File: src/rtl/nrz_tx_pkg.sv
package nrz_tx_pkg;
  localparam int unsigned CW_W   = 11;
  localparam int unsigned DB_W   = 8;
  localparam int unsigned ADDR_W = DB_W + 1;

  // reserved preamble words; both have equal end bits
  localparam logic [CW_W-1:0] PRE_WORD_LO = 11'b01010101010;
  localparam logic [CW_W-1:0] PRE_WORD_HI = 11'b10101010101;
  localparam logic [DB_W-1:0] FILL_BYTE   = 8'hFF;

  typedef enum logic [1:0] {
    FLD_IDLE = 2'd0,
    FLD_PRE  = 2'd1,
    FLD_DATA = 2'd2
  } fld_e;
endpackage

File: src/rtl/nrz_bit_divider.sv
module nrz_bit_divider #(
  parameter int unsigned REF_DIV = 96
) (
  input  logic clk_i,
  input  logic rst_ni,
  input  logic ref_tick_i,
  input  logic restart_i,
  output logic bit_tick_o
);
  localparam int unsigned CNT_W = (REF_DIV > 1) ? $clog2(REF_DIV) : 1;
  localparam logic [CNT_W-1:0] CNT_LAST = CNT_W'(REF_DIV - 1);

  logic [CNT_W-1:0] cnt_q, cnt_d;
  logic             cnt_en;

  assign cnt_en     = restart_i | ref_tick_i;
  assign bit_tick_o = ref_tick_i & ~restart_i & (cnt_q == CNT_LAST);

  always_comb begin
    cnt_d = cnt_q;
    if (restart_i) begin
      cnt_d = '0;
    end else if (ref_tick_i) begin
      cnt_d = (cnt_q == CNT_LAST) ? '0 : cnt_q + 1'b1;
    end
  end

  always_ff @(posedge clk_i or negedge rst_ni) begin
    if (!rst_ni) begin
      cnt_q <= '0;
    end else if (cnt_en) begin
      cnt_q <= cnt_d;
    end
  end
endmodule

File: src/rtl/nrz_word_shifter.sv
module nrz_word_shifter
  import nrz_tx_pkg::*;
(
  input  logic            clk_i,
  input  logic            rst_ni,
  input  logic            active_i,
  input  logic            bit_tick_i,
  input  logic            load_i,
  input  logic [CW_W-1:0] word_i,
  input  logic            clear_i,
  output logic            ser_o,
  output logic            word_end_o,
  output logic            prev_lsb_o
);
  localparam int unsigned CNT_W = $clog2(CW_W);
  localparam logic [CNT_W-1:0] CNT_LAST = CNT_W'(CW_W - 1);

  logic [CW_W-1:0]  sh_q, sh_d;
  logic [CNT_W-1:0] cnt_q, cnt_d;
  logic             lsb_q, lsb_d;
  logic             upd_en;

  assign word_end_o = active_i & bit_tick_i & (cnt_q == CNT_LAST);
  assign ser_o      = sh_q[0];
  assign prev_lsb_o = lsb_q;
  assign upd_en     = clear_i | load_i | (active_i & bit_tick_i);

  always_comb begin
    sh_d  = sh_q;
    cnt_d = cnt_q;
    lsb_d = lsb_q;
    if (clear_i) begin
      sh_d  = '0;
      cnt_d = '0;
      lsb_d = 1'b1;
    end else if (load_i) begin
      sh_d  = word_i;
      cnt_d = '0;
      lsb_d = word_i[0];
    end else if (active_i && bit_tick_i) begin
      sh_d  = {1'b0, sh_q[CW_W-1:1]};
      cnt_d = cnt_q + 1'b1;
    end
  end

  always_ff @(posedge clk_i or negedge rst_ni) begin
    if (!rst_ni) begin
      sh_q  <= '0;
      cnt_q <= '0;
      lsb_q <= 1'b1;
    end else if (upd_en) begin
      sh_q  <= sh_d;
      cnt_q <= cnt_d;
      lsb_q <= lsb_d;
    end
  end
endmodule

File: src/rtl/nrz_field_tracker.sv
module nrz_field_tracker
  import nrz_tx_pkg::*;
(
  input  logic              clk_i,
  input  logic              rst_ni,
  input  logic              rts_i,
  input  logic              host_start_i,
  input  logic              byte_valid_i,
  input  logic [DB_W-1:0]   byte_i,
  input  logic              word_end_i,
  input  logic              prev_lsb_i,
  input  logic [CW_W-1:0]   lut_word_i,
  output logic [ADDR_W-1:0] lut_addr_o,
  output logic              load_o,
  output logic [CW_W-1:0]   word_o,
  output logic              restart_o,
  output logic              clear_o,
  output logic              active_o,
  output logic              underrun_o
);
  fld_e            fld_q, fld_d;
  logic [DB_W-1:0] hold_q, hold_d;
  logic            full_q, full_d;
  logic            unr_q, unr_d;
  logic [CW_W-1:0] pre_word;

  assign pre_word   = prev_lsb_i ? PRE_WORD_LO : PRE_WORD_HI;
  assign lut_addr_o = {prev_lsb_i, hold_q};
  assign active_o   = (fld_q != FLD_IDLE);
  assign underrun_o = unr_q;

  always_comb begin
    fld_d     = fld_q;
    hold_d    = hold_q;
    full_d    = full_q;
    unr_d     = unr_q;
    load_o    = 1'b0;
    word_o    = pre_word;
    restart_o = 1'b0;
    clear_o   = 1'b0;
    if (fld_q == FLD_IDLE) begin
      full_d = 1'b0;
      unr_d  = 1'b0;
      if (rts_i && host_start_i) begin
        load_o    = 1'b1;
        word_o    = PRE_WORD_LO;
        restart_o = 1'b1;
        fld_d     = FLD_PRE;
      end
    end else begin
      if (word_end_i) begin
        if (full_q) begin
          load_o = 1'b1;
          full_d = 1'b0;
          unr_d  = 1'b0;
          if (fld_q == FLD_PRE && hold_q == FILL_BYTE) begin
            word_o = pre_word;
          end else begin
            word_o = lut_word_i;
            fld_d  = FLD_DATA;
          end
        end else if (rts_i) begin
          load_o = 1'b1;
          word_o = pre_word;
          unr_d  = 1'b1;
        end else begin
          clear_o = 1'b1;
          unr_d   = 1'b0;
          fld_d   = FLD_IDLE;
        end
      end
      if (byte_valid_i && !clear_o) begin
        hold_d = byte_i;
        full_d = 1'b1;
      end
    end
  end

  always_ff @(posedge clk_i or negedge rst_ni) begin
    if (!rst_ni) begin
      fld_q  <= FLD_IDLE;
      hold_q <= '0;
      full_q <= 1'b0;
      unr_q  <= 1'b0;
    end else begin
      fld_q  <= fld_d;
      hold_q <= hold_d;
      full_q <= full_d;
      unr_q  <= unr_d;
    end
  end
endmodule

File: src/rtl/nrz_tx_framer.sv
module nrz_tx_framer
  import nrz_tx_pkg::*;
#(
  parameter int unsigned REF_DIV = 96
) (
  input  logic              clk_i,
  input  logic              rst_ni,
  input  logic              ref_tick_i,
  input  logic              rts_i,
  input  logic              host_start_i,
  input  logic              byte_valid_i,
  input  logic [DB_W-1:0]   byte_i,
  output logic [ADDR_W-1:0] lut_addr_o,
  input  logic [CW_W-1:0]   lut_word_i,
  output logic              ser_o,
  output logic              tx_active_o,
  output logic              underrun_o
);
  logic            bit_tick;
  logic            restart;
  logic            load;
  logic [CW_W-1:0] load_word;
  logic            clear;
  logic            active;
  logic            word_end;
  logic            prev_lsb;

  nrz_bit_divider #(.REF_DIV(REF_DIV)) u_div (
    .clk_i      (clk_i),
    .rst_ni     (rst_ni),
    .ref_tick_i (ref_tick_i),
    .restart_i  (restart),
    .bit_tick_o (bit_tick)
  );

  nrz_field_tracker u_trk (
    .clk_i        (clk_i),
    .rst_ni       (rst_ni),
    .rts_i        (rts_i),
    .host_start_i (host_start_i),
    .byte_valid_i (byte_valid_i),
    .byte_i       (byte_i),
    .word_end_i   (word_end),
    .prev_lsb_i   (prev_lsb),
    .lut_word_i   (lut_word_i),
    .lut_addr_o   (lut_addr_o),
    .load_o       (load),
    .word_o       (load_word),
    .restart_o    (restart),
    .clear_o      (clear),
    .active_o     (active),
    .underrun_o   (underrun_o)
  );

  nrz_word_shifter u_shf (
    .clk_i      (clk_i),
    .rst_ni     (rst_ni),
    .active_i   (active),
    .bit_tick_i (bit_tick),
    .load_i     (load),
    .word_i     (load_word),
    .clear_i    (clear),
    .ser_o      (ser_o),
    .word_end_o (word_end),
    .prev_lsb_o (prev_lsb)
  );

  assign tx_active_o = active;
endmodule

File: config.mk
export PLATFORM = sky130hd
export DESIGN_NAME = nrz_tx_framer
export DESIGN_NICKNAME = d
export VERILOG_FILES = /design/src/rtl/nrz_tx_pkg.sv /design/src/rtl/nrz_bit_divider.sv /design/src/rtl/nrz_word_shifter.sv /design/src/rtl/nrz_field_tracker.sv /design/src/rtl/nrz_tx_framer.sv
export SDC_FILE = /design/constraint.sdc
export NUM_CORES = 1
export LEC_CHECK = 0
export ABC_AREA = 1
export BUFFER_PORTS_ARGS = -buffer_cell sky130_fd_sc_hd__buf_2
export CORE_MARGIN = 2
export CORE_UTILIZATION = 52
export CTS_BUF_LIST = sky130_fd_sc_hd__clkbuf_4
export DETAILED_ROUTE_END_ITERATION = 6
export PLACE_DENSITY_LB_ADDON = 0.08
export SLEW_MARGIN = 30
export SYNTH_ARGS = -nofsm -noshare
export SYNTH_HDL_FRONTEND = slang
export SYNTH_SLANG_ARGS = --single-unit
File: constraint.sdc
create_clock -name clk_i -period 1.6 [get_ports clk_i]
set_clock_uncertainty 0.1 [all_clocks]
set_input_delay 0.32 -clock clk_i [delete_from_list [all_inputs] [get_ports clk_i]]
set_output_delay 0.32 -clock clk_i [all_outputs]
set_load 0.01 [all_outputs]
== Yosys cells after proc, flatten, opt, wreduce, memory -nomap -nowiden ==
Index checks and enable logic that the tools add are counted.

* Bitwise operators: 9
* Reduce and logical (&&, ||, !) cells: 17
* Add/sub/neg operators: 2
* Mux-type cells: 40
* Equality and inequality tests: 7

{| class="wikitable"
|+ Operators by type and width
! operator !! count
|-
| $mux 11 || 9
|-
| $mux 7 || 3
|-
| $mux 1 || 19
|-
| $mux 2 || 6
|-
| $mux 4 || 3
|-
| $eq 8x8->1 const B || 1
|-
| $reduce_and 2->1 || 4
|-
| $reduce_bool 2->1 || 4
|-
| $add 7x1->7 const B || 1
|-
| $eq 7x7->1 const B || 1
|-
| $reduce_bool 3->1 || 2
|-
| $add 4x1->4 const B || 1
|-
| $and 1x1->1 || 4
|-
| $eq 4x4->1 const B || 1
|-
| $logic_and 1x1->1 || 4
|-
| $reduce_and 4->1 || 1
|-
| $ne 3x1->1 const B || 1
|-
| $ne 3x3->1 const B || 1
|-
| $or 1x1->1 || 3
|-
| $eq 2x1->1 const B || 1
|-
| $logic_not 2->1 || 1
|-
| $ne 2x2->1 const B || 1
|-
| $not 1->1 || 2
|-
| $logic_not 1->1 || 1
|}

* Word-level logic and storage cells: 83
* Output and inout port bits: 12
* Register bits: 35

== Logic depth before layout (Yosys ltp) ==
Gate-level depths: netlist of the first run.

* Depth in word-level cells: 14
* Gate-level depth with buffers: 13
* Gate-level depth less buffers: 13

== Cells and area by module ==
A second synthesis of the first run with hierarchy kept.

* Cells, all modules: 280
* Area total of the unflattened synthesis: 2144.6 um2

{| class="wikitable"
|+ Modules (own cells, without submodules)
! module !! sequential area each (um2) !! cells each !! area each (um2) !! instances
|-
| nrz_word_shifter || 401.6 || 103 || 932.1 || 1
|-
| nrz_field_tracker || 300.3 || 123 || 829.5 || 1
|-
| nrz_bit_divider || 175.2 || 54 || 382.9 || 1
|}

== Worst setup path after synthesis of the first run ==
No wires, ideal clock.

* Path type: register to register
* From: register u_div.cnt_q[0]
* To: register u_shf.cnt_q[2]
* Setup slack: -0.097 ns
* Library setup time: 0.129 ns
* Path buffers: 1
* Arrival time: 1.468 ns
* Cell stages (with the launch flop): 12
* Clock period less this slack: 1.697 ns
* Cells stage by stage: dfrtp_1 > ha_1 > nand3_2 > nor2_4 > nand3_4 > clkinv_4 > nand2_2 > nand2_1 > inv_2 > buf_6 > nand2_4 > o22ai_2

* Cells in the longest elaborated chain, start to end: 10

{| class="wikitable"
|+ RTL lines
! what !! RTL line !! text
|-
| start, declared || nrz_bit_divider.sv:13 || <nowiki>logic [CNT_W-1:0] cnt_q, cnt_d;</nowiki>
|-
| start signal, assigned || nrz_bit_divider.sv:32 || <nowiki>cnt_q <= cnt_d;</nowiki>
|-
| $eq 7x7->1 * || nrz_bit_divider.sv:17 || <nowiki>assign bit_tick_o = ref_tick_i & ~restart_i & (cnt_q == CNT_LAST);</nowiki>
|-
| $and 1x1->1 * || nrz_bit_divider.sv:17 ||
|-
| $and 1x1->1 || nrz_word_shifter.sv:23, nrz_word_shifter.sv:26 ||
|-
| $and 1x1->1 || nrz_word_shifter.sv:23 || <nowiki>assign word_end_o = active_i & bit_tick_i & (cnt_q == CNT_LAST);</nowiki>
|-
| $mux 1 || nrz_field_tracker.sv:51 || <nowiki>if (word_end_i) begin</nowiki>
|-
| $mux 1 (2 in series) || nrz_field_tracker.sv:41 || <nowiki>if (fld_q == FLD_IDLE) begin</nowiki>
|-
| $or 1x1->1 (2 in series) || nrz_word_shifter.sv:26 || <nowiki>assign upd_en = clear_i | load_i | (active_i & bit_tick_i);</nowiki>
|-
| $reduce_and 2->1 (no line) || -- ||
|-
| end signal, assigned || nrz_word_shifter.sv:53 || <nowiki>cnt_q <= cnt_d;</nowiki>
|-
| end, declared || nrz_word_shifter.sv:19 || <nowiki>logic [CNT_W-1:0] cnt_q, cnt_d;</nowiki>
|}

Mark *: on every way between the ends. The rest lies on a longest branch, timed or not. The select of a mux whose other input is x is not followed.
A chain may end at the register's enable or synchronous reset.

== Worst setup path in the final report of the first run ==
* From: register u_div.cnt_q[1]
* To: register u_shf.sh_q[10]

* Cells in the longest elaborated chain, start to end: 10

{| class="wikitable"
|+ RTL lines
! what !! RTL line !! text
|-
| $eq 7x7->1 * || nrz_bit_divider.sv:17 ||
|-
| $and 1x1->1 * || nrz_bit_divider.sv:17 ||
|-
| $and 1x1->1 || nrz_word_shifter.sv:23, nrz_word_shifter.sv:26 ||
|-
| $and 1x1->1 || nrz_word_shifter.sv:23 ||
|-
| $mux 1 || nrz_field_tracker.sv:51 ||
|-
| $mux 1 (2 in series) || nrz_field_tracker.sv:41 ||
|-
| $or 1x1->1 (2 in series) || nrz_word_shifter.sv:26 ||
|-
| $reduce_and 2->1 (no line) || -- ||
|-
| end signal, assigned || nrz_word_shifter.sv:48 || <nowiki>sh_q <= '0;</nowiki>
|-
| end signal, assigned || nrz_word_shifter.sv:52 || <nowiki>sh_q <= sh_d;</nowiki>
|-
| end, declared || nrz_word_shifter.sv:18 || <nowiki>logic [CW_W-1:0] sh_q, sh_d;</nowiki>
|}

Marked as above.

==> results.sh, run 1 <==
export IMPL_grt_pass1_wl_mm=8.20
export IMPL_hp_class="input pin to register"
export IMPL_ioPinCount=37
export IMPL_ys_warn_count=0
export IMPL_place_congestion=0.863
export IMPL_final_setup_viol_count=27
export IMPL_vdd_drop_max_mv=0.863
export IMPL_antenna_found_initial=0
export IMPL_violations="negative setup slack"
export IMPL_die_x_um=65.5
export IMPL_clock_path_buffers=2
export IMPL_intPower_w=0.00243
export IMPL_synthCells=254
export IMPL_num_rows=22
export IMPL_yosysSeqAreaShare_pct=44.6
export IMPL_dpl_cell_area_mm2=0.00245
export IMPL_cts_tree="done"
export IMPL_final_common_cell="nand2_1"
export IMPL_power_density_mw_per_mm2=1540
export IMPL_fin_area_mm2=0.00269
export IMPL_drv_cap=0
export IMPL_grt_use_met3_pct=6.68
export IMPL_gr_usage_met2_pct=40.7
export IMPL_synth_cell_types=31
export IMPL_p_leak_nw=1.41
export IMPL_gr_total_overflow=0
export IMPL_cp_max_fo=6
export IMPL_cp_start_kind="register"
export IMPL_worstSetupEndpointType="register"
export IMPL_power_switching_w=0.00172
export IMPL_n_fill_cell=311
export IMPL_num_vias=1920
export IMPL_cts_reportedPaths_clkPinSlew_ns=0.11
export IMPL_power_sequential_fraction_pct=37.1
export IMPL_cts_made_buffers=5
export IMPL_cp_common_cell="nand3_4"
export IMPL_finalPower_w=0.00415
export IMPL_period_needed_ns=1.75
export IMPL_timing_fmax_ghz=0.573
export IMPL_hold_violations=0
export IMPL_synthesis_area_mm2=0.00196
export IMPL_track_usage_pct=25.3
export IMPL_post_dp_hpwl_mm=3.52
export IMPL_setup_ws_ns=-0.146
export IMPL_drt_first_iter_violations=214
export IMPL_cts_sinks=35
export IMPL_busiest_layer="met2"
export IMPL_cts_root_buf="clkbuf_4"
export IMPL_period_share_pct=109
export IMPL_htreeDepth=2
export IMPL_syn_nets=282
export IMPL_syn2layout_area_growth_pct=36.9
export IMPL_initial_utilization_pct=54.1
export IMPL_tightest_slew_ns=0.431
export IMPL_drc=0
export IMPL_final_cell_mix="nand2_1 (70), buf_2 (35), dfrtp_1 (34)"
export IMPL_rsz0062_at_grt="true"
export IMPL_swShare_pct=41.4
export IMPL_clockPowerShare_pct=12.4
export IMPL_fp_dieH_um=65.5
export IMPL_worstPathArrival_ns=1.88
export IMPL_use_met1_pct=32.6
export IMPL_finalMaxSlewViolations=0
export IMPL_multi_input_area_mm2=0.00103
export IMPL_drive_above_1_share_pct=36.5
export IMPL_wl_per_cell_um=12.5
export IMPL_setup_tns_final_ns=-2.38
export IMPL_regArea_um2=877
export IMPL_outcome="finished with violations"
export IMPL_synth_avg_cell_area_um2=7.73
export IMPL_cp_slowest_cell="dfrtp_1"
export IMPL_wl_mm=4.77
export IMPL_numPortBuffers=36
export IMPL_die_area_mm2=0.00429
export IMPL_core_area_mm2=0.00363
export IMPL_vias_per_cell=5.03
export IMPL_relSlewSlack_pct=71.3
export IMPL_combPwrFrac_pct=50.6
export IMPL_grt_max_degree=19
export IMPL_cp_required_ns=1.73
export IMPL_worstSetupPathType="register to register"
export IMPL_max_stage_delay_ns=0.41
export IMPL_final_antenna_net_count=0
export IMPL_cp_cell_sequence="ha_4 -> nand3_4 -> nor2_4 -> nand3_4 -> a21oi_4 -> a21boi_2 -> o21ai_1"
export IMPL_nets=361
export IMPL_grt_pass1_vias=1841
export IMPL_hold_slack_ns=0.0844
export IMPL_drt_pass1_iter_count=4
export IMPL_clk_latency_ns=0.35
export IMPL_synth_ff_latch_count=35
export IMPL_post_place_ws_ns=-0.104
export IMPL_antenna_cells=0
-- power by group through the flow --
stage | sequential [W] | clock, W | combinational (W)
2_1_floorplan | 0.00158 | 0 | 0.00111
3_3_place_gp | 0.00155 | 0 | 0.00185
3_5_place_dp | 0.00155 | 0 | 0.00188
4_1_cts | 0.00153 | 0.000525 | 0.00200
5_1_grt | 0.00158 | 0.000558 | 0.00235
6_report | 0.00154 | 0.000513 | 0.00210
-- state kept, by name, indices dropped and copies added, names as in the netlist --
signal and flops:
u_trk.underrun_o 1, u_trk.full_q 1, u_shf.prev_lsb_o 1, u_shf.sh_q 11, u_div.cnt_q 7, u_shf.cnt_q 4, u_trk.fld_q 2, u_trk.hold_q 8
-- Yosys cell counts --
cell type | n | share of area, %
nand2_2 | 4 | 1.3
inv_1 | 28 | 5.4
o21ai_0 | 7 | 1.8
a21oi_1 | 7 | 1.8
o22ai_1 | 2 | 0.64
nor3_1 | 3 | 0.76
dfrtp_1 | 34 | 43
nand3_1 | 28 | 7.1
a32o_1 | 1 | 0.51
o211ai_1 | 1 | 0.38
clkinv_4 | 1 | 0.45
nor2_4 | 3 | 1.7
nand3_4 | 1 | 0.89
o21ai_1 | 9 | 2.3
o31ai_1 | 1 | 0.38
buf_6 | 2 | 1.1
inv_2 | 4 | 0.76
nand2_4 | 1 | 0.57
buf_4 | 1 | 0.38
nor2_1 | 19 | 3.6
a21boi_1 | 1 | 0.38
nand2_1 | 79 | 15
ha_1 | 3 | 1.9
o22ai_2 | 2 | 1.3
nand3_2 | 2 | 1.0
xnor2_1 | 2 | 0.89
o21ai_2 | 2 | 0.89
dfstp_2 | 1 | 1.3
xor2_1 | 3 | 1.3
a21oi_2 | 1 | 0.45
buf_2 | 1 | 0.25
-- worst max-delay path, delay by kind of cell (launching register included) --
kind                       cells  cell delay, ns
AOI/OAI and AO/OA              3            0.55
adders and majority gates      1            0.16
DFF                            1            0.41
and+or+nand+nor                3            0.40
-- path summary, 6_finish.rpt --
kind,start,endpoint,slack (ns),depth (start not counted)
setup / recovery,u_div.cnt_q[1],u_shf.sh_q[10],-0.15,7
hold / removal,byte_valid_i,u_trk.full_q,0.08,2
setup reg to reg,u_div.cnt_q[1],u_shf.sh_q[10],-0.15,7
hold reg to reg,u_shf.sh_q[9],u_shf.sh_q[9],0.40,2
max in group asynchronous,rst_ni,u_shf.prev_lsb_o,0.55,3
min in group asynchronous,rst_ni,u_shf.sh_q[2],0.33,2
-- timing repair --
item / CTS / global route
setup endpoints to repair: 27 / 29
resized for setup: 16 / 16
buffers inserted: 8 / 2
endpoints found under the hold margin: 17 / 0
pin swaps: 9 / 8
hold buffers: 1 / 0
-- metrics by stage --
| stage | cells | util [%] |
|---|---|---|
| 2_1_floorplan | 254 | - |
| 3_3_place_gp | 363 | 67.4 |
| 3_5_place_dp | 363 | 67.4 |
| 4_1_cts | 380 | 72.2 |
| 5_1_grt | 382 | 74.0 |
| 6_report | 382 | 74.0 |
-- cells by family after synthesis --
| group | Yosys count | synth area share, % |
|---|---|---|
| and+or+nand+nor | 140 | 32.1 |
| buffers and inverters | 37 | 8.34 |
| adders and majority gates | 3 | 1.91 |
| AOI/OAI and AO/OA | 34 | 10.8 |
| DFF | 35 | 44.7 |
| xor gates and xnor gates | 5 | 2.23 |
-- cell type report --
cell class,count,area share [%]
flip-flops and latches,35,32.6
clock buffers,7,1.95
inverters,33,5.16
clock inverters,1,0.186
repair buffers,76,19.7
well taps,48,2.23
multi-input cells,182,38.2
-- layer usage --
layer	share of wire [%]	vias to the layer above
met4	2.1	0
li1	-	968
met3	4.9	10
met2	49	49
met1	44	893
met5	0	-
Note: power is estimated with default switching activity, not from simulation.
==> run 2: changes to the inputs <==
Settings changed: SYNTH_HIERARCHICAL set to 1.
==> run 2 against run 1 <==
Compared with the run above:
- largest cell class unchanged
- final area up 14%
- critical endpoint is now u_shf/sh_q[3]
- the flow still finishes with violations (negative setup slack)
- wire length up 5.5%
- critical path type unchanged
- sequential power down 10%
==> results.sh, run 2 <==
export IMPL_outcome="finished with violations"
export IMPL_violations="negative setup slack"
export IMPL_clk_latency_ns=0.34
export IMPL_cts_made_buffers=5
export IMPL_p_leak_nw=1.56
export IMPL_async_flop_share_pct=100
export IMPL_ioPinCount=37
export IMPL_ys_flop_type="dfrtp_1"
export IMPL_grt_pass1_wl_mm=7.98
export IMPL_grt_pass1_vias=1849
export IMPL_yosysSeqAreaShare_pct=40.9
export IMPL_hp_class="input pin to register"
export IMPL_grt_max_degree=22
export IMPL_nets=401
export IMPL_period_share_pct=131
export IMPL_cts_reportedPaths_clkPinSlew_ns=0.12
export IMPL_tightest_slew_ns=0.434
export IMPL_cp_cell_sequence="ha_4 -> nand3_4 -> nor3_4 -> nand2_2 -> nor2_4 -> nand2_2 -> inv_4 -> buf_6 -> nand3b_1 -> nand3_1 -> nand2_1 -> nand2_1 -> o21ai_1 -> nand3_2 -> o21ai_2"
export IMPL_final_setup_viol_count=29
export IMPL_place_congestion=0.882
export IMPL_post_dp_hpwl_mm=3.59
export IMPL_ys_warn_count=6
export IMPL_initial_utilization_pct=54.0
export IMPL_clock_path_buffers=2
export IMPL_cts_root_buf="clkbuf_4"
export IMPL_ys_top_cells_by_count="nand2_1 (89), dfrtp_1 (34), inv_1 (32), nand3_1 (24), nor2_1 (19)"
export IMPL_worstSetupPathType="register to register"
export IMPL_final_common_cell="nand2_1"
export IMPL_synth_top_area_share_pct=39.7
export IMPL_regArea_um2=877
export IMPL_multi_input_area_mm2=0.00120
export IMPL_cts_tree="done"
export IMPL_final_util_pct=77.0
export IMPL_drive_above_1_share_pct=41.4
export IMPL_cp_max_fo=5
export IMPL_antenna_cells=0
export IMPL_htreeDepth=2
export IMPL_synth_avg_cell_area_um2=7.66
export IMPL_top_regs="u_shf/sh_q x11, u_trk/hold_q x8, u_div/cnt_q x7"
export IMPL_synth_most_common_cell="nand2_1"
export IMPL_wl_mm=5.03
export IMPL_yosys_area_top_type="dfrtp_1"
export IMPL_synthCells=280
export IMPL_n_fill_cell=300
export IMPL_finalPower_w=0.00476
export IMPL_power_density_mw_per_mm2=1560
export IMPL_cp_start_kind="register"
export IMPL_hold_slack_ns=0.104
export IMPL_track_usage_pct=23.2
export IMPL_period_needed_ns=2.09
export IMPL_syn2layout_area_growth_pct=42.5
export IMPL_finalMaxSlewViolations=0
export IMPL_timing_fmax_ghz=0.478
export IMPL_synth_edf_count=0
export IMPL_rsz0062_at_grt="true"
export IMPL_worstPathArrival_ns=2.23
export IMPL_drv_cap=0
export IMPL_drt_pass1_iter_count=4
export IMPL_final_antenna_net_count=0
export IMPL_crit_path_start="u_div/cnt_q[0]"
export IMPL_num_rows=23
export IMPL_synthesis_area_mm2=0.00214
export IMPL_hold_violations=0
export IMPL_synth_ff_latch_count=35
export IMPL_cp_required_ns=1.74
export IMPL_syn_nets=308
export IMPL_synth_area_leaders="dfrtp_1 (40%), nand2_1 (16%), nand3_1 (5.6%), inv_1 (5.6%), nand3_2 (5.1%)"
export IMPL_gr_total_overflow=0
export IMPL_final_cell_mix="nand2_1 (85), buf_4 (49), buf_2 (35)"
export IMPL_top_register="u_shf/sh_q"
export IMPL_numPortBuffers=36
export IMPL_setup_tns_final_ns=-9.92
export IMPL_max_stage_delay_ns=0.41
export IMPL_fp_dieH_um=68.2
export IMPL_vdd_drop_max_mv=1.07
export IMPL_relSlewSlack_pct=71.1
export IMPL_die_x_um=68.2
export IMPL_wl_per_cell_um=11.9
export IMPL_setup_ws_ns=-0.493
export IMPL_hp_start="byte_i[1]"
export IMPL_drc=0
export IMPL_vias_per_cell=4.97
export IMPL_num_vias=2107
export IMPL_cp_slowest_cell="dfrtp_1"
export IMPL_r2r_start="u_div/cnt_q[0]"
export IMPL_largest_register_ffs=11
export IMPL_synth_cell_types=28
export IMPL_core_area_mm2=0.00397
export IMPL_drt_first_iter_violations=69
export IMPL_die_area_mm2=0.00465
export IMPL_cts_sinks=35
export IMPL_antenna_found_initial=0
export IMPL_worstSetupEndpointType="register"
==> run 2: final cells by class <==
class,count,share of cell area (%)
Clock buffer,5,1.23
Timing Repair Buffer,95,23.2
Inverter,33,4.22
Multi-Input combinational cell,203,39.3
Sequential cell,35,28.7
Clock inverter,3,1.27
Tap cell,50,2.05
==> run 2: worst paths after layout <==
kind	slack, ns	cells past startpoint	to
worst min register to register	0.40	2	u_div/cnt_q[5]
min in group asynchronous	0.33	2	u_shf/sh_q[9]
worst max-delay path	-0.49	15	u_shf/sh_q[3]
max in group asynchronous	0.53	3	u_shf/prev_lsb_o
worst min-delay path	0.10	3	u_trk/hold_q[1]
worst max register to register	-0.49	15	u_shf/sh_q[3]
==> run 2: through the flow <==
| step | instances | cell area [um2] | worst slack, ns |
|---|---|---|---|
| finish | 424 | 3060 | -0.493 |
| global route | 424 | 3060 | -0.628 |
| floorplan | 280 | 2190 | -0.481 |
| CTS | 414 | 2910 | -0.412 |
| detailed placement | 401 | 2730 | -0.545 |
| global placement | 401 | 2730 | -0.501 |
==> run 2: worst max-delay path: cells and delay by family (launching register included) <==
kind	cells	cell delay, ns
adder cells (fa/ha/maj)	1	0.17
buffers and inverters	2	0.19
AND/OR/NAND/NOR	10	1.01
flip-flops	1	0.41
AO/OA/AOI/OAI	2	0.12
==> run 2: where the power goes <==
part / internal [W] / switching, W / total [W]
Combinational: 0.00134 / 0.00142 / 0.00275
Sequential: 0.00120 / 0.000185 / 0.00138
Clock: 0.000321 / 0.000300 / 0.000621
Total: 0.00286 / 0.00190 / 0.00476
==> run 2: routing by layer <==
| layer | up-vias | global-route usage (%) | wire [um] |
|---|---|---|---|
| met5 | - | 0 | 0 |
| met4 | 0 | 7.50 | 87 |
| met3 | 7 | 5.10 | 197 |
| met2 | 45 | 40.7 | 2560 |
| met1 | 962 | 28.1 | 2190 |
| li1 | 1093 | - | - |
==> run 2: cell families (layout without fill, tap and decap cells) <==
logic type                 count (synthesis)  in the layout  share of synthesized area [%]
AOI/OAI and AO/OA                         38             38                           11.7
xor gates and xnor gates                   1              1                          0.408
adders and majority gates                  3              3                           1.75
buffers and inverters                     44            136                           9.86
DFF                                       35             35                           40.9
and+or+nand+nor                          159            161                           35.4
==> run 2: repair_timing <==
item	CTS	global route
setup buffers	3	8
hold buffers	1	0
cloned	1	2
endpoints found under the setup margin	29	29
pin swaps	5	10
hold endpoints to repair	17	0
gates resized for setup	14	19
